## src/rtl/tmr_pkg.sv

```systemverilog
package tmr_pkg;
  typedef enum logic [1:0] {
    SEL_MID   = 2'b00,
    SEL_LOW   = 2'b01,
    SEL_SHORT = 2'b10,
    SEL_TOP   = 2'b11
  } tap_code_e;
endpackage

```

## src/rtl/tmr_prescaler.sv

```systemverilog
module tmr_prescaler #(
  parameter int STAGES = 16,
  parameter int SPLIT  = 8
) (
  input  logic              clk,
  input  logic              clr,
  input  logic              tick,
  input  logic              short_en,
  output logic [STAGES-1:0] cnt_next,
  output logic [STAGES-1:0] cnt
);
  localparam int HW = STAGES - SPLIT;

  logic [SPLIT-1:0] lo_n;
  logic [HW-1:0]    hi_n;
  logic             carry;
  logic             hi_inc;

  always_comb begin
    carry    = tick & (&cnt[SPLIT-1:0]);
    hi_inc   = short_en ? tick : carry;
    lo_n     = cnt[SPLIT-1:0] + {{(SPLIT-1){1'b0}}, tick};
    hi_n     = cnt[STAGES-1:SPLIT] + {{(HW-1){1'b0}}, hi_inc};
    cnt_next = clr ? '0 : {hi_n, lo_n};
  end

  always_ff @(posedge clk) begin
    cnt <= cnt_next;
  end

  // no tick, no count change
  a_r9_hold: assert property (@(posedge clk) disable iff (clr)
    !tick |=> cnt == $past(cnt));

  // in shortcut mode the upper stages step on every tick
  a_r2_short_step: assert property (@(posedge clk) disable iff (clr)
    (tick && short_en) |=> cnt[STAGES-1:SPLIT] == $past(cnt[STAGES-1:SPLIT]) + 1'b1);
endmodule

```

## src/rtl/tmr_tap_sel.sv

```systemverilog
module tmr_tap_sel
  import tmr_pkg::*;
#(
  parameter int STAGES  = 16,
  parameter int TAP_MID = 13,
  parameter int TAP_LOW = 10,
  parameter int TAP_TOP = 16
) (
  input  logic [STAGES-1:0] cnt_next,
  input  logic              sel_a,
  input  logic              sel_b,
  output logic              tap_bit,
  output logic              short_en
);
  tap_code_e code;

  always_comb begin
    code     = tap_code_e'({sel_a, sel_b});
    short_en = (code == SEL_SHORT);
    unique case (code)
      SEL_MID: tap_bit = cnt_next[TAP_MID-1];
      SEL_LOW: tap_bit = cnt_next[TAP_LOW-1];
      default: tap_bit = cnt_next[TAP_TOP-1];
    endcase
  end
endmodule

```

## src/rtl/tmr_out_stage.sv

```systemverilog
module tmr_out_stage (
  input  logic clk,
  input  logic clr,
  input  logic mode,
  input  logic qsel,
  input  logic tap_bit,
  output logic q
);
  logic latch;
  logic latch_n;

  always_comb begin
    latch_n = clr ? 1'b0 : (latch | (tap_bit & ~mode));
  end

  always_ff @(posedge clk) begin
    latch <= latch_n;
    if (clr)
      q <= qsel;
    else
      q <= qsel ^ (mode ? tap_bit : latch_n);
  end

  // once set in single-cycle mode the latch holds until reset
  a_r6_sticky: assert property (@(posedge clk) disable iff (clr)
    (!mode && latch) |=> latch);

  // a set latch in steady single-cycle mode shows as inverted output
  a_r6_q_inverted: assert property (@(posedge clk) disable iff (clr)
    (!mode && latch && $stable(qsel)) |=> q == ~$past(qsel));
endmodule

```

## src/rtl/tmr_oneshot_top.sv

```systemverilog
module tmr_oneshot_top #(
  parameter int STAGES  = 16,
  parameter int SPLIT   = 8,
  parameter int TAP_MID = 13,
  parameter int TAP_LOW = 10,
  parameter int TAP_TOP = 16
) (
  input  logic clk,
  input  logic osc_tick,
  input  logic mr,
  input  logic por_block,
  input  logic por_pulse,
  input  logic sel_a,
  input  logic sel_b,
  input  logic qsel,
  input  logic mode,
  output logic q
);
  logic              mode_d;
  logic              mode_chg;
  logic              por_clr;
  logic              clr;
  logic              short_en;
  logic              tap_bit;
  logic [STAGES-1:0] cnt_next;
  logic [STAGES-1:0] cnt;

  always_ff @(posedge clk) begin
    mode_d <= mode;
  end

  always_comb begin
    mode_chg = mode ^ mode_d;
    por_clr  = por_pulse & ~por_block;
    clr      = mr | por_clr | mode_chg;
  end

  tmr_prescaler #(.STAGES(STAGES), .SPLIT(SPLIT)) u_cnt (
    .clk      (clk),
    .clr      (clr),
    .tick     (osc_tick),
    .short_en (short_en),
    .cnt_next (cnt_next),
    .cnt      (cnt)
  );

  tmr_tap_sel #(.STAGES(STAGES), .TAP_MID(TAP_MID), .TAP_LOW(TAP_LOW),
                .TAP_TOP(TAP_TOP)) u_sel (
    .cnt_next (cnt_next),
    .sel_a    (sel_a),
    .sel_b    (sel_b),
    .tap_bit  (tap_bit),
    .short_en (short_en)
  );

  tmr_out_stage u_out (
    .clk     (clk),
    .clr     (clr),
    .mode    (mode),
    .qsel    (qsel),
    .tap_bit (tap_bit),
    .q       (q)
  );

  // master reset clears the count and loads qsel onto q
  a_r3_mr_clears: assert property (@(posedge clk) disable iff (por_clr)
    mr |=> (cnt == '0) && (q == $past(qsel)));

  // a mode level change clears the count at the next edge
  a_r8_mode_clear: assert property (@(posedge clk) disable iff (mr)
    mode_chg |=> cnt == '0);
endmodule

```

## config.mk

```make
export PLATFORM = sky130hd
export DESIGN_NAME = tmr_oneshot_top
export DESIGN_NICKNAME = d
export VERILOG_FILES = /design/src/rtl/tmr_pkg.sv /design/src/rtl/tmr_prescaler.sv /design/src/rtl/tmr_tap_sel.sv /design/src/rtl/tmr_out_stage.sv /design/src/rtl/tmr_oneshot_top.sv
export SDC_FILE = /design/constraint.sdc
export NUM_CORES = 1
export LEC_CHECK = 0
export ABC_CLOCK_PERIOD_IN_PS = 2400
export BUFFER_PORTS_ARGS = -buffer_cell sky130_fd_sc_hd__buf_2
export CORE_ASPECT_RATIO = 1.2
export CORE_MARGIN = 2
export CORE_UTILIZATION = 45
export CTS_BUF_LIST = sky130_fd_sc_hd__clkbuf_16
export DETAILED_ROUTE_END_ITERATION = 10
export GPL_TIMING_DRIVEN = 1
export MAX_ROUTING_LAYER = met4
export PLACE_DENSITY_LB_ADDON = 0.12
export SETUP_SLACK_MARGIN = 0.5
export SKIP_LAST_GASP = 1
export SLEW_MARGIN = 0
export SYNTH_ARGS = -nofsm -noshare
export SYNTH_HDL_FRONTEND = slang
export SYNTH_SLANG_ARGS = --single-unit
```

## constraint.sdc

```tcl
create_clock -name clk -period 2.4 [get_ports clk]
set_input_delay 0.36 -clock clk [delete_from_list [all_inputs] [get_ports clk]]
set_output_delay 0.36 -clock clk [all_outputs]
set_load 0.1 [all_outputs]
```

==> summary.txt <==
Syn Std Cell Area -> 807.0 µm²
Synthesis Warnings -> 0
Critical Path RT -> 2580 ps
worst-path maximum fanout -> 3
static leakage -> 0.0004430 µW
initial antenna violation count -> 0
# DRC -> 0
nets@finish -> 120
DR vias -> 635
die area -> 0.002150 mm²
Mapped Avg Cell Area -> 9.276 µm²
Via density -> 5.121
Routed WL per cell -> 12.15 µm
run status -> finished, final reports clean
flop-to-flop setup slack -> 220 ps
# setup viols final -> 0
Mapped Cells -> 87
post-route minimum period -> 2183 ps
Core ar. -> 0.001662 mm²
Slew Limit Fails -> 0
startpoint types -> register
maximum clock insertion buffer count -> 2
Pre-antenna DRT Iters -> 4
Clock Pin Slew Worst Setup and Hold Paths -> 50 ps
crit share post-route -> 90.95%
CTS tree -> built
Die Wd -> 42.66 µm
global-route wire length before repair -> 2.456 mm
PwrDens -> 632.4 mW/mm²
Largest stage delay, worst path -> 400 ps
Setup TNS -> 0 ps
actual slew at the worst max-slew pin -> 539.9 ps
area of the multi-input gates -> 484.2 µm²
FF+latch area -> 384.1 µm²
pin count of the biggest net entering global routing -> 14
post-route ant nets -> 0
final core occ -> 65.81%
Peak VDD IR -> 0.0003889 V
Global Route Usage Sum -> 15.62%
area grow syn2layout -> 35.50%
max cap viols -> 0
Initial Util -> 48.57%
most common cell after layout, fill and taps aside -> dfxtp_1
Final Power -> 691.6 µW
total grt overflow -> 0
synth unique cells -> 22
clock buffer count from CTS -> 3
Post-CTS Hold Fix Bufs -> 0
Worst Hold Class -> in -> reg
most frequent cells in the layout -> 16 x dfxtp_1, 11 x nor2_1, 9 x buf_2
RSZ-0062 raised after global routing -> true
HPWL after DPL -> 999.3 µm
register area share after synthesis -> 47.13%
Site Rows -> 16
share of layout cells above drive strength 1 -> 32.08%
Fin. Hold Viols -> 0
crit path max-delay cell type -> a2111o_1
Crit Path Category -> reg -> reg
crit-path cells -> and3_4, nand2_4, nor2_4, a21oi_2, nor2b_1, ha_2, ha_4, nand3_2, xor2_1, a2111o_1, o211ai_1, xor2_1
slew margin rel. -> 63.73%
fmax -> 0.4581 GHz
GP Congestion -> 0.7217
number of I/O port buffers -> 9
Max Clock Skew -> 1.417 ps
Crit. End Element -> register
H-tree depth -> 1
syn nets -> 100
Iteration-0 DRC Markers -> 4
#FFs+latches synth -> 19
Worst EP arrival -> 2360 ps
CP most frequent cell -> xor2_1
drt total wl -> 1.507 mm
clk sinks -> 19
clock root cell -> clkbuf_16
ANT cells -> 0
Top Ports -> 10
number of global-route vias before repair -> 604
Filler Cells Inserted -> 132
clk_lat worst skew -> 250 ps
Die Y -> 50.39 µm
==> Yosys cell counts (all sizes together) <==
library cell / instances / area, µm²
ha: 4 / 50.05
xnor2: 4 / 35.03
buf: 1 / 5.000
a2111o: 1 / 11.26
dfxtp: 19 / 380.4
a211oi: 1 / 7.510
o211a: 1 / 10.01
and3: 5 / 31.28
nand4: 1 / 6.260
o211ai: 1 / 7.510
a21oi: 3 / 15.01
clkbuf: 1 / 3.750
nor3: 1 / 5.000
nor2: 12 / 45.04
or3: 3 / 18.77
nand2: 3 / 11.26
inv: 3 / 11.26
and2: 4 / 25.02
nand3: 7 / 35.03
o21ai: 2 / 10.01
nor2b: 2 / 12.51
xor2: 8 / 70.07
==> sequential cells by signal, indices dropped and copies added, names as in the netlist <==
signal       cells
u_out.latch      1
mode_d           1
u_out.q          1
u_cnt.cnt       16
==> layer usage <==
| layer | part of all wire, % | wire, µm | global-route usage, % | up-vias |
|---|---|---|---|---|
| met3 | 3.2 | 48 | 3.237 | 2 |
| met2 | 49 | 731 | 25.51 | 12 |
| met5 | 0 | 0 | - | - |
| met4 | 0.86 | 13 | 7.813 | 0 |
| met1 | 47 | 713 | 17.95 | 285 |
| li1 | - | - | - | 336 |
==> through the flow <==
stage	area [µm²]	hold WS, ps	cells	setup WS (ps)
3_3_place_gp	910.9	467.1	114	169.7
4_1_cts	1026	272.1	122	165.3
6_report	1094	269.4	124	217.2
5_1_grt	1094	272.8	124	67.94
2_1_floorplan	837.1	387.7	87	294.7
3_5_place_dp	910.9	470.1	114	101.3
==> cells by family after synthesis <==
logic type                 share of synthesized area (%)
and+or+nand+nor                                    23.56
DFF                                                47.13
xor gates and xnor gates                           13.02
AOI/OAI and AO/OA                                  7.597
buffers and inverters                              2.479
adders and majority gates                          6.202
==> critical path, delay by kind of cell, from the launching register on <==
family / cells / cell delay, ps
fa+ha+maj: 2 / 360
simple gates: 5 / 550
flops: 1 / 330
compound gates: 3 / 560
xor+xnor: 2 / 320
==> layout make-up <==
cell class                 count  area share [%]
clock buffer                   3           6.865
clock inverter                 1          0.3432
inverter                       3           1.030
multi-input combinational     63           44.28
sequential                    19           35.13
tap                           18           2.059
timing repair buffer          17           10.30
==> worst paths after layout <==
kind | startpoint | to | cells past startpoint
setup / recovery | u_cnt.cnt[3] | u_out.q | 12
hold / removal | mode | mode_d | 1
setup reg to reg | u_cnt.cnt[3] | u_out.q | 12
hold reg to reg | u_cnt.cnt[5] | u_cnt.cnt[5] | 2
==> timing repair <==
item                       4_1_cts  5_1_grt
setup endpoints to repair        2        3
setup buffers                    4        2
gates resized for setup          2       10
pin swaps                        4        6
==> report_power, final <==
group / internal [µW] / total, µW / switching [µW]
combinational: 13.8 / 39.1 / 25.4
sequential: 319 / 321 / 1.33
clock: 221 / 332 / 111
(Power assumes the default switching activity.)
